$ cat src/rtl/ubt_pkg.sv
package ubt_pkg;

    typedef enum logic [1:0] {
        WIN_ARM   = 2'd0,
        WIN_START = 2'd1,
        WIN_STAT  = 2'd2,
        WIN_NONE  = 2'd3
    } win_e;

    typedef enum logic [2:0] {
        ENG_IDLE = 3'd0,
        ENG_HDR  = 3'd1,
        ENG_RD   = 3'd2,
        ENG_LOAD = 3'd3,
        ENG_OUT  = 3'd4
    } eng_e;

    localparam int STAT_BUSY  = 0;
    localparam int STAT_ARMED = 1;
    localparam int STAT_ERR   = 2;

endpackage

$ cat src/rtl/ubt_arm_regs.sv
module ubt_arm_regs #(
    parameter int AW        = 16,
    parameter int DW        = 32,
    parameter int MAX_WORDS = 256,
    parameter int CW        = $clog2(MAX_WORDS + 1)
) (
    input  logic          clk,
    input  logic          rst_n,
    input  logic          wr_en,
    input  logic [AW-1:0] wr_addr,
    input  logic [DW-1:0] wr_bytes,
    input  logic          consume,
    input  logic          flag_err,
    output logic          armed,
    output logic          err,
    output logic [AW-1:0] dest,
    output logic [CW-1:0] words
);

    localparam logic [DW-1:0] MAX_BYTES = DW'(MAX_WORDS * 4);

    typedef struct packed {
        logic          armed;
        logic          err;
        logic [AW-1:0] dest;
        logic [CW-1:0] words;
    } arm_t;

    arm_t arm_d, arm_q;
    logic req_good;

    always_comb begin
        req_good = (wr_bytes != '0) && (wr_bytes[1:0] == 2'b00) &&
                   (wr_bytes <= MAX_BYTES) && (wr_addr[1:0] == 2'b00);
        arm_d = arm_q;
        if (wr_en) begin
            if (req_good) begin
                arm_d.armed = 1'b1;
                arm_d.err   = 1'b0;
                arm_d.dest  = wr_addr;
                arm_d.words = CW'(wr_bytes >> 2);
            end else begin
                arm_d.armed = 1'b0;
                arm_d.err   = 1'b1;
            end
        end else if (consume) begin
            arm_d.armed = 1'b0;
        end
        if (flag_err) begin
            arm_d.err = 1'b1;
        end
    end

    always_ff @(posedge clk) begin
        if (!rst_n) begin
            arm_q <= '0;
        end else begin
            arm_q <= arm_d;
        end
    end

    assign armed = arm_q.armed;
    assign err   = arm_q.err;
    assign dest  = arm_q.dest;
    assign words = arm_q.words;

    AST_CONSUME_DISARMS: assert property (@(posedge clk) disable iff (!rst_n)
        consume && !wr_en |=> !armed);

    AST_BAD_STORE_FLAGS: assert property (@(posedge clk) disable iff (!rst_n)
        wr_en && (wr_bytes == '0) |=> err && !armed);

    AST_GOOD_STORE_ARMS: assert property (@(posedge clk) disable iff (!rst_n)
        wr_en && (wr_bytes == DW'(4)) && (wr_addr[1:0] == 2'b00) |=> armed && !err && (words == CW'(1)));

endmodule

$ cat src/rtl/ubt_read_engine.sv
module ubt_read_engine
    import ubt_pkg::*;
#(
    parameter int AW = 16,
    parameter int DW = 32,
    parameter int CW = 9
) (
    input  logic          clk,
    input  logic          rst_n,
    input  logic          start,
    input  logic [AW-1:0] start_src,
    input  logic [AW-1:0] start_dest,
    input  logic [CW-1:0] start_words,
    output logic          busy,
    output logic          mem_rd_en,
    output logic [AW-1:0] mem_rd_addr,
    input  logic [DW-1:0] mem_rd_data,
    output logic          pkt_valid,
    input  logic          pkt_ready,
    output logic [DW-1:0] pkt_data,
    output logic          pkt_last
);

    localparam logic [AW-1:0] WORD_STEP = AW'(4);
    localparam logic [CW-1:0] ONE_LEFT  = CW'(1);

    typedef struct packed {
        eng_e          state;
        logic [AW-1:0] addr;
        logic [CW-1:0] left;
        logic [DW-1:0] data;
    } eng_t;

    eng_t eng_d, eng_q;
    logic [DW-1:0] header;

    always_comb begin
        header = '0;
        header[AW-1:0]  = start_dest;
        header[AW +: CW] = start_words;
    end

    always_comb begin
        eng_d = eng_q;
        case (eng_q.state)
            ENG_IDLE: begin
                if (start) begin
                    eng_d.addr  = start_src;
                    eng_d.left  = start_words;
                    eng_d.data  = header;
                    eng_d.state = ENG_HDR;
                end
            end
            ENG_HDR: begin
                if (pkt_ready) begin
                    eng_d.state = ENG_RD;
                end
            end
            ENG_RD: begin
                eng_d.state = ENG_LOAD;
            end
            ENG_LOAD: begin
                eng_d.data  = mem_rd_data;
                eng_d.state = ENG_OUT;
            end
            ENG_OUT: begin
                if (pkt_ready) begin
                    if (eng_q.left == ONE_LEFT) begin
                        eng_d.left  = '0;
                        eng_d.state = ENG_IDLE;
                    end else begin
                        eng_d.left  = eng_q.left - ONE_LEFT;
                        eng_d.addr  = eng_q.addr + WORD_STEP;
                        eng_d.state = ENG_RD;
                    end
                end
            end
            default: begin
                eng_d.state = ENG_IDLE;
            end
        endcase
    end

    always_ff @(posedge clk) begin
        if (!rst_n) begin
            eng_q <= '{state: ENG_IDLE, addr: '0, left: '0, data: '0};
        end else begin
            eng_q <= eng_d;
        end
    end

    assign busy        = (eng_q.state != ENG_IDLE);
    assign mem_rd_en   = (eng_q.state == ENG_RD);
    assign mem_rd_addr = eng_q.addr;
    assign pkt_valid   = (eng_q.state == ENG_HDR) || (eng_q.state == ENG_OUT);
    assign pkt_data    = eng_q.data;
    assign pkt_last    = (eng_q.state == ENG_OUT) && (eng_q.left == ONE_LEFT);

    AST_PKT_HOLD: assert property (@(posedge clk) disable iff (!rst_n)
        pkt_valid && !pkt_ready |=> pkt_valid && $stable(pkt_data) && $stable(pkt_last));

    AST_BUSY_DROPS: assert property (@(posedge clk) disable iff (!rst_n)
        pkt_valid && pkt_ready && pkt_last |=> !busy);

    AST_START_ONLY_IDLE: assert property (@(posedge clk) disable iff (!rst_n)
        start |-> !busy);

    AST_SINGLE_READ: assert property (@(posedge clk) disable iff (!rst_n)
        mem_rd_en |=> !mem_rd_en && !pkt_valid);

endmodule

$ cat src/rtl/ubt_initiator.sv
module ubt_initiator
    import ubt_pkg::*;
#(
    parameter int AW        = 16,
    parameter int DW        = 32,
    parameter int MAX_WORDS = 256
) (
    input  logic          clk,
    input  logic          rst_n,
    input  logic          host_req,
    input  logic          host_we,
    input  logic [1:0]    host_win,
    input  logic [AW-1:0] host_addr,
    input  logic [DW-1:0] host_wdata,
    output logic          host_rvalid,
    output logic [DW-1:0] host_rdata,
    output logic          mem_rd_en,
    output logic [AW-1:0] mem_rd_addr,
    input  logic [DW-1:0] mem_rd_data,
    output logic          pkt_valid,
    input  logic          pkt_ready,
    output logic [DW-1:0] pkt_data,
    output logic          pkt_last
);

    localparam int CW = $clog2(MAX_WORDS + 1);

    typedef struct packed {
        logic          rvalid;
        logic [DW-1:0] rdata;
    } resp_t;

    resp_t resp_d, resp_q;

    logic          is_arm, is_start, is_stat, src_ok;
    logic          accept, bad_src;
    logic          armed, err, busy;
    logic [AW-1:0] dest;
    logic [CW-1:0] words;

    always_comb begin
        is_arm   = host_req &&  host_we && (host_win == WIN_ARM);
        is_start = host_req && !host_we && (host_win == WIN_START);
        is_stat  = host_req && !host_we && (host_win == WIN_STAT);
        src_ok   = (host_addr[1:0] == 2'b00);
        accept   = is_start && armed && !busy &&  src_ok;
        bad_src  = is_start && armed && !busy && !src_ok;
    end

    always_comb begin
        resp_d        = '0;
        resp_d.rvalid = host_req && !host_we;
        if (is_start) begin
            resp_d.rdata[0] = accept;
        end
        if (is_stat) begin
            resp_d.rdata[STAT_BUSY]  = busy;
            resp_d.rdata[STAT_ARMED] = armed;
            resp_d.rdata[STAT_ERR]   = err;
        end
    end

    always_ff @(posedge clk) begin
        if (!rst_n) begin
            resp_q <= '0;
        end else begin
            resp_q <= resp_d;
        end
    end

    assign host_rvalid = resp_q.rvalid;
    assign host_rdata  = resp_q.rdata;

    ubt_arm_regs #(
        .AW(AW), .DW(DW), .MAX_WORDS(MAX_WORDS), .CW(CW)
    ) u_arm (
        .clk      (clk),
        .rst_n    (rst_n),
        .wr_en    (is_arm),
        .wr_addr  (host_addr),
        .wr_bytes (host_wdata),
        .consume  (accept),
        .flag_err (bad_src),
        .armed    (armed),
        .err      (err),
        .dest     (dest),
        .words    (words)
    );

    ubt_read_engine #(
        .AW(AW), .DW(DW), .CW(CW)
    ) u_eng (
        .clk         (clk),
        .rst_n       (rst_n),
        .start       (accept),
        .start_src   (host_addr),
        .start_dest  (dest),
        .start_words (words),
        .busy        (busy),
        .mem_rd_en   (mem_rd_en),
        .mem_rd_addr (mem_rd_addr),
        .mem_rd_data (mem_rd_data),
        .pkt_valid   (pkt_valid),
        .pkt_ready   (pkt_ready),
        .pkt_data    (pkt_data),
        .pkt_last    (pkt_last)
    );

    AST_ACCEPT_BUSY: assert property (@(posedge clk) disable iff (!rst_n)
        accept |=> busy && pkt_valid && !armed);

    AST_REJECT_QUIET: assert property (@(posedge clk) disable iff (!rst_n)
        is_start && !busy && !accept |=> !busy && !pkt_valid);

    AST_RESP_NEXT: assert property (@(posedge clk) disable iff (!rst_n)
        host_req && !host_we |=> host_rvalid);

    AST_BAD_SRC_ERR: assert property (@(posedge clk) disable iff (!rst_n)
        bad_src |=> err && armed && !busy);

endmodule

$ cat config.mk
export PLATFORM = sky130hd
export DESIGN_NAME = ubt_initiator
export DESIGN_NICKNAME = d
export VERILOG_FILES = /design/src/rtl/ubt_pkg.sv /design/src/rtl/ubt_arm_regs.sv /design/src/rtl/ubt_read_engine.sv /design/src/rtl/ubt_initiator.sv
export SDC_FILE = /design/constraint.sdc
export NUM_CORES = 1
export LEC_CHECK = 0
export BUFFER_PORTS_ARGS = -buffer_cell sky130_fd_sc_hd__buf_4
export CORE_UTILIZATION = 51
export CTS_CLUSTER_DIAMETER = 80
export DETAILED_ROUTE_END_ITERATION = 7
export GPL_ROUTABILITY_DRIVEN = 0
export PLACE_DENSITY = 0.88
export SLEW_MARGIN = 20
export SYNTH_ARGS = -nofsm -noshare
export SYNTH_HDL_FRONTEND = slang
export SYNTH_HIERARCHICAL = 1
export SYNTH_SLANG_ARGS = --single-unit
export TNS_END_PERCENT = 100
$ cat constraint.sdc
create_clock -name clk -period 3.46 [get_ports clk]
set_clock_uncertainty 0.1 [all_clocks]
set_input_delay 0.173 -clock clk [delete_from_list [all_inputs] [get_ports clk]]
set_output_delay 0.173 -clock clk [all_outputs]
set_load 0.01 [all_outputs]
==> results of run 1 <==
[worst min-delay path by stage]
stage / from / endpoint / slack (ns)
6_report: mem_rd_data[15] / u_eng/pkt_data[15] / 0.003
3_3_place_gp: mem_rd_data[29] / u_eng/pkt_data[29] / 0.32
2_1_floorplan: rst_n / host_rvalid / 0.19
4_1_cts: mem_rd_data[4] / u_eng/pkt_data[4] / 0.00004
5_1_grt: mem_rd_data[20] / u_eng/pkt_data[20] / 0.006
3_5_place_dp: mem_rd_data[29] / u_eng/pkt_data[29] / 0.33
[layer usage]
metal / GRT usage [%] / vias up
met5: 0 / -
met4: 13.0 / 0
met3: 5.08 / 43
met2: 46.4 / 261
met1: 31.3 / 2369
li1: - / 2323
[area by class of cell]
type	instances	area [sq um]	area share [%]
clock inverter	7	98.8	1.56
timing repair buffer	188	1510	23.9
multi-input combinational	434	2580	40.7
sequential	91	1820	28.8
inverter	9	33.8	0.533
clock buffer	9	124	1.96
tap	133	166	2.63
[Yosys cell counts (all sizes together), types with 3 or more instances]
| library cell | number | area, sq um |
|---|---|---|
| a211oi | 6 | 45.0 |
| a21oi | 26 | 134 |
| a22oi | 3 | 22.5 |
| a311oi | 26 | 228 |
| a31oi | 3 | 18.8 |
| a32o | 3 | 30.0 |
| and2 | 5 | 31.3 |
| and3 | 4 | 30.0 |
| and3b | 3 | 28.8 |
| buf | 97 | 747 |
| clkbuf | 24 | 90.1 |
| dfxtp | 91 | 1820 |
| ha | 3 | 37.5 |
| inv | 9 | 33.8 |
| mux2i | 24 | 240 |
| nand2 | 130 | 488 |
| nand2b | 3 | 18.8 |
| nand3 | 16 | 85.1 |
| nand3b | 3 | 22.5 |
| nand4 | 4 | 25.0 |
| nor2 | 51 | 199 |
| nor3 | 10 | 50.1 |
| nor3b | 6 | 50.1 |
| nor4 | 12 | 121 |
| nor4b | 3 | 47.5 |
| o21ai | 3 | 15.0 |
| o221a | 3 | 33.8 |
| o22ai | 7 | 43.8 |
| o2bb2ai | 3 | 26.3 |
| o311ai | 3 | 26.3 |
| o31ai | 6 | 45.0 |
| o32ai | 3 | 33.8 |
| or3 | 3 | 20.0 |
[critical path, delay by kind of cell (launching register included)]
family | cells | cell delay (ns)
AND/OR/NAND/NOR | 4 | 1.48
multiplexers | 1 | 0.18
flip-flops | 1 | 0.41
AO/OA/AOI/OAI | 2 | 0.66
[flip-flops by register name, indices dropped and copies added (netlist names)]
signal / count
host_rdata: 3
host_rvalid: 1
u_arm/armed: 1
u_arm/dest: 16
u_arm/err: 1
u_arm/words: 9
u_eng/eng_q: 12
u_eng/mem_rd_addr: 16
u_eng/pkt_data: 32
[where the power goes]
part           internal, uW  switching [uW]  total, uW
Clock                   415             413        828
Combinational           106            84.6        191
Sequential             1050           0.331       1050
[layout by cell type (no fill, tap or decap), types with 7 or more instances in the layout]
cell type,n
nor3_1,10
a311oi_1,26
clkbuf_8,9
dlygate4sd3_1,40
o22ai_1,7
conb_1,29
nand2_1,130
inv_1,8
nor2_1,50
dfxtp_1,91
buf_4,148
a21oi_1,25
nand3_1,15
mux2i_1,24
[logic make-up after synthesis]
| kind of cell | count (synthesis) | share of synthesized area [%] |
|---|---|---|
| adder cells (fa/ha/maj) | 3 | 0.728 |
| other | 1 | 0.0727 |
| AND/OR/NAND/NOR | 264 | 25.5 |
| AO/OA/AOI/OAI | 113 | 16.6 |
| flip-flops | 91 | 35.3 |
| multiplexers | 25 | 4.88 |
| buffers and inverters | 130 | 16.9 |
[through the flow]
stage                     area (sq um)  hold slack, ns  instances
after global placement            5710           0.321        815
after CTS                         6320       0.0000405        870
after global routing              6330         0.00576        871
final                             6330         0.00310        871
after floorplan                   5260           0.195        655
after detailed placement          5710           0.330        815
==> qor.txt, run 1 <==
Initial antenna violation count: 0
Status: completed
Fin. Hold Viols: 0
Final setup vio count: 0
Leading register cell type out of synthesis: dfxtp_1
M1 wire length: 5500 microns
Max-cap violations: 0
Max Fanout on Critical Path: 22
Critical Path End Type: flop
Synth cell types: 74
Total Die Area: 10500 sq um
Worst R2R End: u_eng/mem_rd_addr[11]
GRT Overall Usage: 26.6%
Area delta synth->final: 22.8%
Worst path max stage delay: 0.54 ns
Post-CTS Setup Repair Bufs: 0
Nets: 823
Hpwl dp: 9390 microns
Routed len/inst: 16.1 microns
Setup crit start: u_eng/eng_q[58]
CTS tree: yes
First-pass GRT wire length: 21800 microns
Crit path max-delay cell type: o311ai_0
Final Cycle Share: 85.7%
Max Clock Freq: 337 MHz
Hold WC Path Type: in2reg
CP Cell Sequence: or3_1 -> and4bb_1 -> and3_4 -> mux2_2 -> nand2_1 -> o311ai_0 -> o31ai_1
Placeable Area: 9770 sq um
DIE HEIGHT: 103 microns
IO Port Bufs: 141
FILL cells: 791
Remaining DRCs: 0
Remaining antenna violation count: 0
H-tree levels: 3
Sequential-to-total area share from yosys stat: 35.3%
Worst slew pin tran: 0.772 ns
CP Data Arrival Time: 3.12 ns
Worst R2R Setup Slack: 0.49 ns
Startpoint Class: flop
Initial DRC Count: 361
Crit path required time: 3.61 ns
WL met2: 7100 microns
# resized after CTS: 0
R2r startpoint: u_eng/eng_q[58]
RSZ-0062 raised after global routing: no
Initial core utilization: 52.8%
Setup Crit Path Kind: reg2reg
Clock slew at reported path FFs: 0.10 ns
Row count: 36
Ys Warns: 6
Clock sinks: 91
Worst slew margin: 48.4%
Worst setup path end: u_eng/mem_rd_addr[11]
Clock tree root driver cell: clkbuf_8
Cts hold-fix bufs: 39
Router iterations before antenna repair: 5
IO Count: 171
Final Power: 2070 uW
Share of flip-flops with an asynchronous set or reset: 0%
CTS buffer count: 9
DIE WIDTH: 103 microns
Uppermost routed layer: met4
Share of layout cells above drive strength 1: 25.7%
Synthesis-stage register bit count: 91
Setup TNS: 0 ns
Total gr overflow: 0
Peak supply drop: 0.236 mV
R2R cell count: 7
Worst hold stages: 3
Pre-CTS setup slack: 0.532 ns
Via count: 4996
Syn_area_per_cell: 8.22 sq um
Vias per cell: 5.74
Worst skew pair latency: 0.37 ns
Post-Syn Instances: 627
PwrDens: 326 nW/um^2
Slew Viols, Final: 0
Final min period: 2.97 ns
Max Buffers Root-to-Sink: 2
Post-synthesis cell area: 5160 sq um
Number of global-route vias before repair: 4666
Largest net degree at the start of global routing: 73
Fin worst setup slack: 0.494 ns
N_diodes: 0
Fin util: 64.8%
Routed Wire Length: 14000 microns
DR WL met3: 1010 microns
P_leak: 0.00255 uW
Number of flops mapped to enable cells by yosys: 0
Power figures use the tool's default switching activity.
==> run 2: changes to the inputs <==
--- a/config.mk
+++ b/config.mk
@@ -5,7 +5,7 @@
 export SDC_FILE = /design/constraint.sdc
 export NUM_CORES = 1
 export LEC_CHECK = 0
-export BUFFER_PORTS_ARGS = -buffer_cell sky130_fd_sc_hd__buf_4
+export BUFFER_PORTS_ARGS = -buffer_cell sky130_fd_sc_hd__buf_2
 export CORE_UTILIZATION = 51
 export CTS_CLUSTER_DIAMETER = 80
 export DETAILED_ROUTE_END_ITERATION = 7
==> constraint.sdc (replaced) <==
create_clock -name clk -period 3.3 [get_ports clk]
set_clock_uncertainty 0.1 [all_clocks]
set_input_delay 0.165 -clock clk [delete_from_list [all_inputs] [get_ports clk]]
set_output_delay 0.165 -clock clk [all_outputs]
set_load 0.01 [all_outputs]
==> qor.txt, run 2 (synthesis gave the netlist of run 1 again) <==
Worst slew pin tran: 0.779 ns (+0.00657 ns)
Hold WC Path Type: in2reg
CTS buffer count: 9 (unchanged)
IO Count: 171 (unchanged)
Max FFs per register: 32 (unchanged)
First-pass GRT wire length: 21600 microns (-0.92%)
Setup Crit Path Kind: reg2reg
Hold path start: mem_rd_data[2]
Routed len/inst: 15.5 microns (-3.5%)
Final Cycle Share: 85.6% (-0.15 points)
Worst hold stages: 3 (unchanged)
IO Port Bufs: 141 (unchanged)
Worst slew margin: 48.1% (-0.31 points)
Fin. Hold Viols: 0 (unchanged)
Clock slew at reported path FFs: 0.09 ns (about the same)
Crit path required time: 3.43 ns (-0.18 ns)
Setup TNS: 0 ns (unchanged)
Max Clock Freq: 354 MHz (+5.0%)
Remaining antenna violation count: 0 (unchanged)
Post-CTS Setup Repair Bufs: 0 (unchanged)
Largest net degree at the start of global routing: 58 (-21%)
Max Fanout on Critical Path: 16 (-27%)
Remaining DRCs: 0 (unchanged)
Vias per cell: 5.56 (-3.0%)
Number of global-route vias before repair: 4623 (-0.92%)
Row count: 36 (unchanged)
P_leak: 0.00251 uW (-1.4%)
Setup crit start: u_eng/eng_q[58]
Final min period: 2.82 ns (-0.142 ns)
Total gr overflow: 0 (unchanged)
DIE HEIGHT: 103 microns (unchanged)
Startpoint Class: flop
Via count: 4936 (-1.2%)
Initial antenna violation count: 0 (unchanged)
FILL cells: 851 (+7.6%)
Total Die Area: 10500 sq um (unchanged)
Max-cap violations: 0 (unchanged)
Final setup vio count: 0 (unchanged)
DIE WIDTH: 103 microns (unchanged)
Final Power: 2000 uW (-3.2%)
Slew Viols, Final: 0 (unchanged)
# resized after CTS: 0 (unchanged)
Status: completed
Worst R2R End: u_eng/mem_rd_addr[11]
CTS tree: yes
N_diodes: 0 (unchanged)
GRT Overall Usage: 26.2% (-0.42 points)
Routed Wire Length: 13800 microns (-1.8%)
Hpwl dp: 9140 microns (-2.6%)
R2r startpoint: u_eng/eng_q[58]
PwrDens: 328 nW/um^2 (+0.57%)
H-tree levels: 3 (unchanged)
Commonest cells after routing, fill and taps aside: buf_2, nand2_1, dfxtp_1
Share of layout cells above drive strength 1: 25.5% (-0.28 points)
Hold Slack: 0.00531 ns (+0.00221 ns)
Worst R2R Setup Slack: 0.48 ns (-0.02 ns)
Max Buffers Root-to-Sink: 2 (unchanged)
Critical Path End Type: flop
R2R cell count: 7 (unchanged)
Initial core utilization: 52.8% (unchanged)
Initial DRC Count: 308 (-15%)
Worst skew pair latency: 0.37 ns (about the same)
Placeable Area: 9770 sq um (unchanged)
Clock tree root driver cell: clkbuf_8
Router iterations before antenna repair: 5 (unchanged)
CP Data Arrival Time: 2.96 ns (-0.16 ns)
RSZ-0062 raised after global routing: no
Clock sinks: 91 (unchanged)
Peak supply drop: 0.202 mV (-14%)
Commonest non-fill, non-tap cell in the layout: buf_2
Area delta synth->final: 18.3%
Nets: 839 (+1.9%)
Worst hold path endpoint: u_eng/pkt_data[2]
[run 2: cell count changes in the layout (fill, tap and decap cells not counted), sizes merged]
cell	change
clkinv	-2
buf	+1
dlygate4sd3	+15
clkinvlp	+4
bufinv	-2
[run 2: worst max-delay path, cell delays in order, from the launching register on]
cell and delay (ns):
dfxtp_1 0.40, or3_1 0.51, and4bb_1 0.32, and3_4 0.22
mux2_2 0.18, nand2_1 0.34, o311ai_0 0.49, o31ai_1 0.13
[run 2: how the worst max path moves through the flow]
stage                                        to  slack (ns)  depth (start not counted)
after global routing         u_eng/pkt_data[20]        0.31                          8
after CTS                 u_eng/mem_rd_addr[11]        0.49                          7
after detailed placement  u_eng/mem_rd_addr[11]        0.51                          7
after floorplan           u_eng/mem_rd_addr[11]        0.90                         10
final                     u_eng/mem_rd_addr[11]        0.48                          7
after global placement        u_eng/pkt_data[4]        0.66                          8
[run 2: stage by stage]
step                      cells  utilization (%)  setup WS, ns  instance area, sq um
after floorplan             655                -         0.904                  5260
after global placement      816             54.9         0.664                  5370
after detailed placement    816             54.9         0.511                  5370
after CTS                   887             62.4         0.488                  6100
after global routing        887             62.4         0.309                  6100
final                       887             62.4         0.476                  6100
[run 2: power by group]
| group | leakage, uW | switching (uW) | total, uW | internal (uW) |
|---|---|---|---|---|
| Combinational | 0.00170 | 88.4 | 183 | 94.3 |
| Sequential | 0.000733 | 0.361 | 1100 | 1100 |
| Clock | 0.0000804 | 436 | 720 | 284 |
| Total | 0.00251 | 525 | 2000 | 1480 |
[run 2: cell type report]
| cell class | instances | area, sq um | share of cell area, % |
|---|---|---|---|
| clock buffer | 9 | 124 | 2.03 |
| clock inverter | 7 | 58.8 | 0.964 |
| inverter | 9 | 33.8 | 0.554 |
| multi-input combinational | 434 | 2580 | 42.3 |
| sequential | 91 | 1820 | 29.9 |
| tap | 133 | 166 | 2.73 |
| timing repair buffer | 204 | 1320 | 21.6 |
[run 2: layer usage]
layer | GRT usage, % | vias to the layer above | part of all wire, %
met1 | 31.1 | 2286 | 40
li1 | - | 2356 | -
met3 | 4.27 | 35 | 8.2
met2 | 45.6 | 259 | 49
met4 | 13.2 | 0 | 2.9
met5 | 0 | - | 0
[run 2: repair_timing]
action | 4_1_cts | 5_1_grt
hold buffers | 55 | 0
hold endpoints to repair | 55 | 0
endpoints found under the setup margin | 0 | 0
